[config.mk]
export PLATFORM = sky130hd
export DESIGN_NAME = ecc_err_hist
export DESIGN_NICKNAME = d
export VERILOG_FILES = /design/src/rtl/ecc_hist_pkg.sv /design/src/rtl/ecc_class_trace.sv /design/src/rtl/ecc_thresh_irq.sv /design/src/rtl/ecc_bit_distr.sv /design/src/rtl/ecc_err_hist.sv
export SDC_FILE = /design/constraint.sdc
export NUM_CORES = 1
export LEC_CHECK = 0
export CAP_MARGIN = 25
export CORE_MARGIN = 1.5
export CORE_UTILIZATION = 46
export CTS_BUF_LIST = sky130_fd_sc_hd__clkbuf_2 sky130_fd_sc_hd__clkbuf_4 sky130_fd_sc_hd__clkbuf_8
export DETAILED_ROUTE_END_ITERATION = 6
export DONT_BUFFER_PORTS = 1
export GPL_ROUTABILITY_DRIVEN = 0
export HOLD_SLACK_MARGIN = 0.12
export PLACE_DENSITY_LB_ADDON = 0.3
export SKIP_CTS_REPAIR_TIMING = 1
export SLEW_MARGIN = 40
export SYNTH_ARGS = -nofsm -noshare
export SYNTH_HDL_FRONTEND = slang
export SYNTH_SLANG_ARGS = --single-unit
[constraint.sdc]
create_clock -name clk -period 5.2 [get_ports clk]
set_clock_uncertainty 0.15 [all_clocks]
set_input_delay 0.52 -clock clk [delete_from_list [all_inputs] [get_ports clk]]
set_output_delay 0.52 -clock clk [all_outputs]
set_load 0.02 [all_outputs]
[src/rtl/ecc_hist_pkg.sv]
package ecc_hist_pkg;

    localparam int NUM_CLASS = 3;
    localparam int SEC_THR_W = 16;
    localparam int DED_THR_W = 4;
    localparam int ADR_THR_W = 4;
    localparam int RA_W      = 6;
    localparam int DW        = 32;

    typedef enum logic [1:0] {
        CLS_SEC = 2'd0,
        CLS_DED = 2'd1,
        CLS_ADR = 2'd2
    } err_class_e;

    // register offsets
    localparam logic [RA_W-1:0] OFS_CLEAR = 6'h00;
    localparam logic [RA_W-1:0] OFS_CFG   = 6'h01;
    localparam int OFS_CNT_BASE   = 2;
    localparam int OFS_LVL_BASE   = 5;
    localparam int OFS_TRACE_BASE = 8;
    localparam int TRACE_STRIDE   = 8;
    localparam int OFS_DIST_BASE  = 32;

    // clear-register bit positions
    localparam int CLR_SEC_BIT  = 0;
    localparam int CLR_DED_BIT  = 1;
    localparam int CLR_ADR_BIT  = 2;
    localparam int CLR_DIST_BIT = 3;
    localparam int CLR_W        = 4;

    typedef struct packed {
        logic                 discard_dup;
        logic [ADR_THR_W-1:0] adr_thr;
        logic [DED_THR_W-1:0] ded_thr;
        logic [SEC_THR_W-1:0] sec_thr;
    } cfg_t;

    localparam int CFG_W = $bits(cfg_t);

    localparam cfg_t CFG_RESET = '{
        discard_dup: 1'b0,
        adr_thr:     ADR_THR_W'(1),
        ded_thr:     DED_THR_W'(1),
        sec_thr:     SEC_THR_W'(1)
    };

    function automatic int dist_words(input int nbits);
        return (nbits + DW - 1) / DW;
    endfunction

endpackage

[src/rtl/ecc_class_trace.sv]
module ecc_class_trace #(
    parameter int AW    = 16,
    parameter int DEPTH = 4,
    parameter int CNT_W = 16,
    localparam int LVL_W = $clog2(DEPTH + 1)
) (
    input  logic                clk,
    input  logic                rst,
    input  logic                ev_valid,
    input  logic [AW-1:0]       ev_addr,
    input  logic                clr,
    input  logic                discard_dup,
    output logic [CNT_W-1:0]    count,
    output logic [LVL_W-1:0]    level,
    output logic [DEPTH*AW-1:0] trace_flat
);

    logic [AW-1:0] mem [DEPTH];
    logic          dup_hit;
    logic          full;
    logic          store;

    always_comb begin
        dup_hit = 1'b0;
        for (int i = 0; i < DEPTH; i++) begin
            if (LVL_W'(i) < level && mem[i] == ev_addr) dup_hit = 1'b1;
        end
    end

    assign full  = (level == LVL_W'(DEPTH));
    assign store = ev_valid && !full && !(discard_dup && dup_hit);

    always_ff @(posedge clk) begin
        if (rst || clr) begin
            count <= '0;
            level <= '0;
            for (int i = 0; i < DEPTH; i++) mem[i] <= '0;
        end else begin
            if (ev_valid && count != '1) count <= count + CNT_W'(1);
            if (store) begin
                level <= level + LVL_W'(1);
                for (int i = 0; i < DEPTH; i++) begin
                    if (LVL_W'(i) == level) mem[i] <= ev_addr;
                end
            end
        end
    end

    generate
        for (genvar g = 0; g < DEPTH; g++) begin : g_flat
            assign trace_flat[g*AW +: AW] = mem[g];
        end
    endgenerate

endmodule

[src/rtl/ecc_thresh_irq.sv]
module ecc_thresh_irq #(
    parameter int CNT_W = 16,
    parameter int THR_W = 4,
    localparam int MW = (CNT_W > THR_W) ? CNT_W : THR_W
) (
    input  logic [CNT_W-1:0] count,
    input  logic [THR_W-1:0] thr,
    output logic             irq
);

    logic [MW-1:0] cnt_ext;
    logic [MW-1:0] thr_ext;

    assign cnt_ext = MW'(count);
    assign thr_ext = MW'(thr);
    assign irq     = (thr != '0) && (cnt_ext >= thr_ext);

endmodule

[src/rtl/ecc_bit_distr.sv]
module ecc_bit_distr #(
    parameter int NBITS = 137,
    localparam int PW = $clog2(NBITS)
) (
    input  logic             clk,
    input  logic             rst,
    input  logic             clr,
    input  logic             hit,
    input  logic [PW-1:0]    pos,
    output logic [NBITS-1:0] marks
);

    always_ff @(posedge clk) begin
        if (rst || clr) begin
            marks <= '0;
        end else if (hit) begin
            for (int i = 0; i < NBITS; i++) begin
                if (pos == PW'(i)) marks[i] <= 1'b1;
            end
        end
    end

endmodule

[src/rtl/ecc_err_hist.sv]
module ecc_err_hist
    import ecc_hist_pkg::*;
#(
    parameter int AW    = 16,
    parameter int DEPTH = 4,
    parameter int CNT_W = 16,
    parameter int NBITS = 137,
    localparam int PW     = $clog2(NBITS),
    localparam int LVL_W  = $clog2(DEPTH + 1),
    localparam int NWORDS = dist_words(NBITS)
) (
    input  logic            clk,
    input  logic            rst,
    input  logic            sec_ev,
    input  logic [AW-1:0]   sec_addr,
    input  logic [PW-1:0]   sec_bit,
    input  logic            ded_ev,
    input  logic [AW-1:0]   ded_addr,
    input  logic            adr_ev,
    input  logic [AW-1:0]   adr_addr,
    input  logic            reg_we,
    input  logic [RA_W-1:0] reg_addr,
    input  logic [DW-1:0]   reg_wdata,
    output logic [DW-1:0]   reg_rdata,
    output logic            irq_sec,
    output logic            irq_ded,
    output logic            irq_adr
);

    cfg_t               cfg_q;
    logic [CLR_W-1:0]   clr_vec;
    logic               ev_v   [NUM_CLASS];
    logic [AW-1:0]      ev_a   [NUM_CLASS];
    logic [CNT_W-1:0]   cnt    [NUM_CLASS];
    logic [LVL_W-1:0]   lvl    [NUM_CLASS];
    logic [DEPTH*AW-1:0] trace [NUM_CLASS];
    logic [NBITS-1:0]   dist_marks;
    logic [NWORDS*DW-1:0] dist_pad;

    // configuration register
    always_ff @(posedge clk) begin
        if (rst) begin
            cfg_q <= CFG_RESET;
        end else if (reg_we && reg_addr == OFS_CFG) begin
            cfg_q <= cfg_t'(reg_wdata[CFG_W-1:0]);
        end
    end

    // clear pulses act at the same edge as the write
    assign clr_vec = (reg_we && reg_addr == OFS_CLEAR) ? reg_wdata[CLR_W-1:0] : '0;

    assign ev_v[CLS_SEC] = sec_ev;
    assign ev_v[CLS_DED] = ded_ev;
    assign ev_v[CLS_ADR] = adr_ev;
    assign ev_a[CLS_SEC] = sec_addr;
    assign ev_a[CLS_DED] = ded_addr;
    assign ev_a[CLS_ADR] = adr_addr;

    generate
        for (genvar c = 0; c < NUM_CLASS; c++) begin : g_cls
            ecc_class_trace #(
                .AW    (AW),
                .DEPTH (DEPTH),
                .CNT_W (CNT_W)
            ) u_trace (
                .clk         (clk),
                .rst         (rst),
                .ev_valid    (ev_v[c]),
                .ev_addr     (ev_a[c]),
                .clr         (clr_vec[c]),
                .discard_dup (cfg_q.discard_dup),
                .count       (cnt[c]),
                .level       (lvl[c]),
                .trace_flat  (trace[c])
            );
        end
    endgenerate

    ecc_thresh_irq #(.CNT_W(CNT_W), .THR_W(SEC_THR_W)) u_irq_sec (
        .count (cnt[CLS_SEC]),
        .thr   (cfg_q.sec_thr),
        .irq   (irq_sec)
    );

    ecc_thresh_irq #(.CNT_W(CNT_W), .THR_W(DED_THR_W)) u_irq_ded (
        .count (cnt[CLS_DED]),
        .thr   (cfg_q.ded_thr),
        .irq   (irq_ded)
    );

    ecc_thresh_irq #(.CNT_W(CNT_W), .THR_W(ADR_THR_W)) u_irq_adr (
        .count (cnt[CLS_ADR]),
        .thr   (cfg_q.adr_thr),
        .irq   (irq_adr)
    );

    ecc_bit_distr #(.NBITS(NBITS)) u_distr (
        .clk   (clk),
        .rst   (rst),
        .clr   (clr_vec[CLR_DIST_BIT]),
        .hit   (sec_ev),
        .pos   (sec_bit),
        .marks (dist_marks)
    );

    assign dist_pad = (NWORDS*DW)'(dist_marks);

    // read multiplexer; the clear offset falls through to zero
    always_comb begin
        reg_rdata = '0;
        if (reg_addr == OFS_CFG) reg_rdata = DW'(cfg_q);
        for (int c = 0; c < NUM_CLASS; c++) begin
            if (reg_addr == RA_W'(OFS_CNT_BASE + c)) reg_rdata = DW'(cnt[c]);
            if (reg_addr == RA_W'(OFS_LVL_BASE + c)) reg_rdata = DW'(lvl[c]);
            for (int i = 0; i < DEPTH; i++) begin
                if (reg_addr == RA_W'(OFS_TRACE_BASE + TRACE_STRIDE*c + i))
                    reg_rdata = DW'(trace[c][i*AW +: AW]);
            end
        end
        for (int w = 0; w < NWORDS; w++) begin
            if (reg_addr == RA_W'(OFS_DIST_BASE + w)) reg_rdata = dist_pad[w*DW +: DW];
        end
    end

endmodule

# Word-level counts from Yosys, hierarchy flattened
# Memories as Yosys holds them, arrays and structs flattened.
# Cells that the tools add are included.
word_totals:
  reg_bits: 219
  ramBits: 192
  inputBits: 100
  output_inout_bits: 35
  elab_cells: 657
  memories: 3
classes:
  n_addsub: 6
  order_cmp: 15
  eq_ne: 187
  n_mux: 103
  n_bitwise: 12
  reduce_logical: 184
memory_table:
  columns: ["memory", "depth", "word_bits", "rd", "rd_clocked_by_memory_dff", "write_ports", "line", "rtl"]
  rows:
  - ["g_cls[0].u_trace.mem", 4, 16, 4, 0, 4, "ecc_class_trace.sv:18", "logic [AW-1:0] mem [DEPTH];"]
  - ["g_cls[1].u_trace.mem", 4, 16, 4, 0, 4, "ecc_class_trace.sv:18", null]
  - ["g_cls[2].u_trace.mem", 4, 16, 4, 0, 4, "ecc_class_trace.sv:18", null]
ops:
  columns: ["op", "count"]
  rows:
  - ["$mux W32", 23]
  - ["$eq A8 B7 Y1 const B", 64]
  - ["$reduce_and A2 Y1", 137]
  - ["$eq A8 B6 Y1 const B", 32]
  - ["$eq A16 B16 Y1", 12]
  - ["$mux W16", 12]
  - ["$eq A8 B5 Y1 const B", 16]
  - ["$eq A8 B8 Y1 const B", 9]
  - ["$mux W1", 66]
  - ["$eq A8 B4 Y1 const B", 8]
  - ["$add A16 B1 Y16 const B", 3]
  - ["$eq A6 B5 Y1 const B", 8]
  - ["$ne A16 B16 Y1 const B", 3]
  - ["$eq A8 B3 Y1 const B", 4]
  - ["$ge A16 B4 Y1", 2]
  - ["$eq A6 B6 Y1 const B", 5]
  - ["$logic_and A1 B1 Y1", 29]
  - ["$mux W25", 1]
  - ["$eq A6 B3 Y1 const B", 4]
  - ["$eq A6 B4 Y1 const B", 4]
  - ["$eq A2 B3 Y1 const A", 6]
  - ["$lt A1 B3 Y1 const A", 6]
  - ["$lt A2 B3 Y1 const A", 6]
  - ["$eq A8 B2 Y1 const B", 2]
  - ["16 further kinds", 45]

# Longest topological paths before layout
# Gate-level depths: netlist of the first run.
logic_depth:
  depth_word: 25
  depth_mapped: 11

# Hierarchy
# A second synthesis of the first run with hierarchy kept.
unflattened:
  cells_unflattened: 2426
  hier_area_um2: 21981.1
modules_own_cells:
  columns: ["module", "instances", "cells_each", "area_per_inst_um2", "seq_area_each_um2"]
  rows:
  - ["ecc_class_trace", 3, 373, 4076.4, 2302.2]
  - ["ecc_err_hist", 1, 733, 4675.7, 500.5]
  - ["ecc_bit_distr", 1, 478, 4383.0, 2742.6]
  - ["ecc_thresh_irq (u_irq_sec)", 1, 62, 427.9, 0.0]
  - ["ecc_thresh_irq (u_irq_adr ...)", 2, 17, 132.6, 0.0]

# Least setup slack after synthesis of the first run
# OpenSTA, ideal clock, no wires.
synth_timing:
  path_type: "in2reg"
  start: "input port adr_addr[10]"
  end: "memory g_cls[2].u_trace.mem[1][0], enable pin"
  t_arrival_ns: 2.786
  required_ns: 4.639
  slack_ns: 1.853
  stages: 8
  path_cell_list: "buf_2 -> xor2_1 -> nor4_1 -> nand4_1 -> o22ai_1 -> o31a_1 -> buf_2 -> o21ai_0"
synth_lines:
  columns: ["item", "line", "rtl"]
  rows:
  - ["from (decl)", "ecc_err_hist.sv:20", "input logic [AW-1:0] adr_addr,"]
  - ["to (decl)", "ecc_class_trace.sv:18", null]

# Worst setup path in the final report of the first run
layout_timing:
  start: "input port reg_addr[5]"
  end: "output port reg_rdata[10]"
layout_between:
  elab_chain_len: 25
  elab_cells_between_ends: 48
  classes_between: "24 x eq/ne; 24 x mux"
layout_lines:
  columns: ["item", "line", "rtl"]
  rows:
  - ["from (decl)", "ecc_err_hist.sv:22", "input logic [RA_W-1:0] reg_addr,"]
  - ["$eq A6 B1 Y1", "ecc_err_hist.sv:111", "if (reg_addr == OFS_CFG) reg_rdata = DW'(cfg_q);"]
  - ["$mux W25", "ecc_err_hist.sv:111", null]
  - ["$mux W32", "ecc_err_hist.sv:113", "if (reg_addr == RA_W'(OFS_CNT_BASE + c)) reg_rdata = DW'(cnt[c]);"]
  - ["$mux W32", "ecc_err_hist.sv:114", "if (reg_addr == RA_W'(OFS_LVL_BASE + c)) reg_rdata = DW'(lvl[c]);"]
  - ["$mux W32 (4 in a row)", "ecc_err_hist.sv:116", "if (reg_addr == RA_W'(OFS_TRACE_BASE + TRACE_STRIDE*c + i))"]
  - ["$mux W32", "ecc_err_hist.sv:113", null]
  - ["$mux W32", "ecc_err_hist.sv:114", null]
  - ["$mux W32 (4 in a row)", "ecc_err_hist.sv:116", null]
  - ["$mux W32", "ecc_err_hist.sv:113", null]
  - ["$mux W32", "ecc_err_hist.sv:114", null]
  - ["$mux W32 (4 in a row)", "ecc_err_hist.sv:116", null]
  - ["$mux W32 (4 in a row)", "ecc_err_hist.sv:121", "if (reg_addr == RA_W'(OFS_DIST_BASE + w)) reg_rdata = dist_pad[w*DW +: DW];"]
  - ["$mux W32 *", "ecc_err_hist.sv:121", null]
  - ["to (decl)", "ecc_err_hist.sv:24", "output logic [DW-1:0] reg_rdata,"]
# Mark *: on every way between the ends. The rest lies on a longest branch, timed or not.

==> qor.yml, run 1 <==
outcome:
  status: "complete, no violations"
power:
  p_int_mw: 5.604
  p_sw_mw: 2.007
  p_seq_frac: 0.476
  pwr-share-clk: 0.427
  p_leak_nw: 9.325
  power.total_mw: 7.611
  ir_drop_v: 0.0001830
  p_sw_frac: 0.2637
  power_density_nw_per_um2: 298.7
  combPwrFrac: 0.098
floorplanning:
  core_um2: 48750
  fp.dieArea_um2: 50640
  die_x_um: 225.0
  io_pins: 135
  num_rows: 81
  chipHeight_um: 225.0
  start_util: 0.4652
critical_path:
  reg2regPathDepth: 7
  crit_fanout: 19
  r2r-end: "g_cls[0].u_trace.mem[1][3]"
  crit_path_end_kind: "output port"
  reg2reg_setup_slack_ps: 1380
  required_ps: 4530
  crit_type: "input pin to output port"
  crit_path_start_kind: "input pin"
  r2r-start: "g_cls[0].u_trace.level[2]"
  cp_data_arrival_time_ps: 3390
clock_tree:
  clk_pin_slew_ps: 60
  cts-root-buf: "clkbuf_8"
  cts_tree: "done"
  cts_sinks: 411
  clk_path_buf_depth: 3
  cts_max_level: 3
  clk_latency_ps: 670
  cts_buffers: 73
sta:
  slew_viol_final: 0
  rsz0062_at_grt: "no"
  worst_pin_slew_ps: 1033
  finalCritPeriodShare: 0.7805
  fmax_mhz: 246.4
  fin_crit_ps: 4059
  final_hold_viol_count: 0
  setup_ws_ps: 1141
  finalSetupTns_ps: 0
  setup_violations: 0
  max_slew_margin: 0.3088
drt:
  viasPerCell: 6.315
  ant_nets: 0
  dr.pass1.iters: 7
  detail_route.wl_per_cell_um: 25.16
  drc: 0
  vias: 20120
  wirelength_um: 80170
  drtIter0Drc: 2791
yosys:
  netlist_area_um2: 22680
  synth_area_leaders: "edfxtp_1 25%, dfxtp_1 19%, xor2_1 6.0%"
  syn_inst: 2448
  synthArstFlopShare: 0
  synth_top_area_cell: "edfxtp_1"
  synth_edf_count: 192
  synth_nets: 2584
  ys_ff_latch: 411
  syn_avg_cell_area_um2: 9.263
  synth-seq-area-share: 0.4476
  ys_types: 87
  synth_top_area_share: 0.2542
  yosysWarnings: 0
  synth_flop_cell: "dfxtp_1"
hold_path:
  holdCritPathClass: "input pin to flip-flop"
  worst_hold_path.endpoint: "u_distr.marks[125]"
  min-delay-start: "sec_bit[3]"
  hold_depth: 3
grt:
  grt_pass1_wl_um: 112700
  grt_pass1_vias: 18390
  grt_antenna_before_repair: 0
  grt.total_usage: 0.2942
  grt_max_degree: 81
  grt_overflow: 0
cells_and_area:
  multi_input_area_um2: 11540
  regArea_um2: 10150
  nets: 2599
  drive_gt1_frac: 0.09361
  nFillCells: 4439
  synthToLayoutAreaGrowth_pct: 12.36
  fin_area_um2: 25480
  finish.utilization: 0.5227
flow_run:
  maxCapViolCount: 0
placement:
  io_buffers: 0
  pre_cts_ws_ps: 1260
  placed_area_um2: 23050
  dpl.hpwl_um: 53840
power groups by stage:
stage	Combinational [mW]	Sequential [mW]	Clock [mW]
5_1_grt	0.790	3.62	3.41
2_1_floorplan	0.538	3.63	0
4_1_cts	0.635	3.61	3.26
3_3_place_gp	0.614	3.68	0
6_report	0.744	3.62	3.25
3_5_place_dp	0.631	3.68	0
cell usage after synthesis (20+ instances only):
cell      instances
nor3_1           58
dfxtp_1         219
and3_1           20
o22ai_1          32
ha_1             36
xor2_1          156
mux2i_1          21
a22oi_1          60
nand4_1          26
xnor2_1          79
o21ai_0          78
nand2b_1         20
nand2_1         155
buf_2            95
and4_1           73
nor2_1          268
nor4_1           60
a21oi_1         215
inv_1            44
and2_1          134
nand3_1          67
nor2b_1          20
edfxtp_1        192
clkbuf_1         71
layer usage:
metal  up-vias  GRT usage  wire (um)
met5         -          0          0
met4         0     0.1340       4007
met3       263    0.07210       9595
met2      1318     0.4392      34100
met1      9661     0.4017      32460
li1       8876          -          -
final cells by class:
cell class              count  area share
well taps                 664     0.03261
diodes                      1  0.00009821
flip-flops and latches    411      0.3983
clock inverters            29     0.01125
multi-input cells        1797      0.4530
inverters                  45    0.006629
repair buffers            135     0.04857
clock buffers             104     0.04955
worst max path at each step:
| stage | startpoint | to | cells after the start |
|---|---|---|---|
| floorplan | adr_addr[10] | g_cls[2].u_trace.mem[1][0] | 8 |
| CTS | reg_addr[5] | reg_rdata[10] | 7 |
| detailed placement | reg_addr[5] | reg_rdata[10] | 7 |
| finish | reg_addr[5] | reg_rdata[10] | 7 |
| global route | reg_addr[5] | reg_rdata[10] | 7 |
| global placement | reg_addr[5] | reg_rdata[10] | 7 |
critical path, stage by stage:
cell and delay (ps):
or4b_1 860, nor2_1 360, a211oi_1 80, and3_1 190, a211oi_1 490, o21bai_1 250
a31oi_1 620
sequential cells by signal, summed over array words and instances, names as in the netlist:
register             cells
g_cls.u_trace.level      9
g_cls.u_trace.count     48
u_distr.marks          137
g_cls.u_trace.mem      192
cfg_q                   25
stage by stage:
stage / instances / hold slack (ps)
2_1_floorplan: 2448 / 278.0
3_3_place_gp: 2965 / 293.1
3_5_place_dp: 2967 / 302.4
4_1_cts: 3100 / -254.1
5_1_grt: 3185 / 127.4
6_report: 3186 / 113.1
kinds of logic (layout without fill, tap and decap cells):
kind of cell / Yosys count / after routing / share of synthesized area
buf+inv: 240 / 313 / 0.04889
fa+ha+maj: 36 / 36 / 0.01986
compound gates: 534 / 534 / 0.1504
simple gates: 964 / 964 / 0.2288
other cells: 0 / 1 / 0
xor+xnor: 235 / 235 / 0.09076
flops: 411 / 411 / 0.4476
mux: 28 / 28 / 0.01374
layout by cell type, fill, tap and decap left out, types with 32 or more instances in the layout:
cell / instances
xnor2_1: 79
xor2_1: 156
ha_1: 36
dfxtp_1: 219
buf_4: 48
nand2_1: 155
nand3_1: 66
edfxtp_1: 192
nor2_1: 268
a22oi_1: 60
nor3_1: 49
clkbuf_8: 77
o22ai_1: 32
nor4_1: 59
dlygate4sd3_1: 85
and4_1: 73
inv_1: 44
and2_1: 134
a21oi_1: 213
o21ai_0: 70
No activity file was read; power rests on OpenSTA's default activity.
==> inputs of run 2 (changes only) <==
- clock period: 5.2 -> 3.5 ns (I/O delays scaled with it)
==> qor.yml, run 2 (synthesized netlist as in run 1, its figures left out) <==
outcome:
  status: "complete, no violations"
cells_and_area:
  synthToLayoutAreaGrowth_pct: 16.29
  drive_gt1_frac: 0.1113
  final_common_cell: "nor2_1"
  nets: 2689
  layout_common_cells: "268 x nor2_1, 218 x dfxtp_1, 213 x a21oi_1"
  top_regs: "g_cls.u_trace.mem: 192 flops, u_distr.marks: 137 flops, g_cls.u_trace.count: 48 flops"
  largest_reg_flops: 192
  regMostFlops: "g_cls.u_trace.mem"
  fin_area_um2: 26370
critical_path:
  crit_start: "g_cls[0].u_trace.count[8]"
  cp_data_arrival_time_ps: 2970
  r2r-start: "g_cls[0].u_trace.level[0]"
  reg2regPathDepth: 7
  r2r-end: "g_cls[0].u_trace.mem[2][1]"
  required_ps: 3000
  crit_path_start_kind: "flip-flop"
  crit_type: "flip-flop to output port"
  reg2reg_setup_slack_ps: 230
  crit_path_end_kind: "output port"
  crit_end: "reg_rdata[8]"
  crit_fanout: 5
sta:
  rsz0062_at_grt: "no"
  finalCritPeriodShare: 0.9900
  setup_violations: 0
  final_hold_viol_count: 0
  setup_ws_ps: 34.94
  fin_crit_ps: 3465
  worst_hold_slack_ps: 117.4
  finalSetupTns_ps: 0
  fmax_mhz: 288.6
  worst_pin_slew_ps: 886.5
  max_slew_margin: 0.4082
  slew_viol_final: 0
floorplanning:
  fp.dieArea_um2: 50640
  start_util: 0.4652
  die_x_um: 225.0
  chipHeight_um: 225.0
  core_um2: 48750
  num_rows: 81
  io_pins: 135
grt:
  grtUsageMet1: 0.4216
  grt_antenna_before_repair: 2
  grt.total_usage: 0.3036
  grt_overflow: 0
  top_usage_layer: "met2"
  grt_pass1_wl_um: 116700
  grt_max_degree: 81
  grt_use_met2: 0.4514
  grt_pass1_vias: 18890
  grt_util_met3: 0.06910
placement:
  dpl.hpwl_um: 56030
  placed_area_um2: 23450
  pre_cts_ws_ps: 141.4
  io_buffers: 0
clock_tree:
  cts_max_level: 3
  clk_path_buf_depth: 3
  clk_pin_slew_ps: 60
  cts-root-buf: "clkbuf_8"
  cts_buffers: 75
  cts_sinks: 411
  clk_latency_ps: 680
  cts_tree: "done"
drt:
  ant_nets: 0
  detail_route.wl_per_cell_um: 25.28
  drc: 0
  viasPerCell: 6.353
  drtIter0Drc: 2991
  vias: 20840
  wirelength_um: 82940
  dr.pass1.iters: 7
power:
  ir_drop_v: 0.0003902
  p_seq_frac: 0.463
  pwr-share-clk: 0.435
  p_sw_mw: 3.074
  p_leak_nw: 9.852
  power_density_nw_per_um2: 440.8
  p_sw_frac: 0.2644
  p_int_mw: 8.552
  power.total_mw: 11.63
  combPwrFrac: 0.102
flow_run:
  maxCapViolCount: 0
hold_path:
  holdCritPathClass: "input pin to flip-flop"
run 2: metal layers:
layer,share of wire,vias up
met2,0.42,1463
met4,0.049,0
met3,0.12,259
li1,-,9073
met1,0.40,10050
met5,0,-
run 2: worst min path at each step:
stage / start / to / slack (ps) / cells past startpoint
4_1_cts: rst / cfg_q[1] / -450 / 1
6_report: sec_bit[6] / u_distr.marks[121] / 120 / 4
3_5_place_dp: rst / cfg_q[2] / 270 / 1
5_1_grt: sec_bit[5] / u_distr.marks[41] / 130 / 5
3_3_place_gp: rst / cfg_q[2] / 270 / 1
2_1_floorplan: u_distr.marks[34] / u_distr.marks[34] / 280 / 2
run 2: critical path, cell delays in order, from the launching register on:
cell,delay (ps)
dfxtp_2,410
nor4bb_1,250
o21ai_0,140
a311oi_1,320
a2111oi_1,130
buf_4,160
o21ai_1,240
nand2_1,150
a21oi_1,290
buf_4,210
run 2: metrics by stage:
step	cells	utilization
2_1_floorplan	2448	-
3_3_place_gp	3016	0.4798
3_5_place_dp	3019	0.4810
4_1_cts	3157	0.5151
5_1_grt	3280	0.5409
6_report	3281	0.5410
run 2: cell type report:
type,count,area [um2]
clock inverters,19,198.9
multi-input cells,1797,11530
inverters,45,168.9
clock buffers,119,1463
diodes,3,7.507
flip-flops and latches,411,10150
fillers,4329,22380
well taps,664,830.8
repair buffers,223,2023
run 2: power groups by stage:
stage / clock (mW) / sequential [mW] / combinational, mW
2_1_floorplan: 0 / 5.39 / 0.800
3_3_place_gp: 0 / 5.47 / 0.960
3_5_place_dp: 0 / 5.47 / 0.987
4_1_cts: 5.08 / 5.37 / 0.993
5_1_grt: 5.30 / 5.39 / 1.25
6_report: 5.06 / 5.39 / 1.18
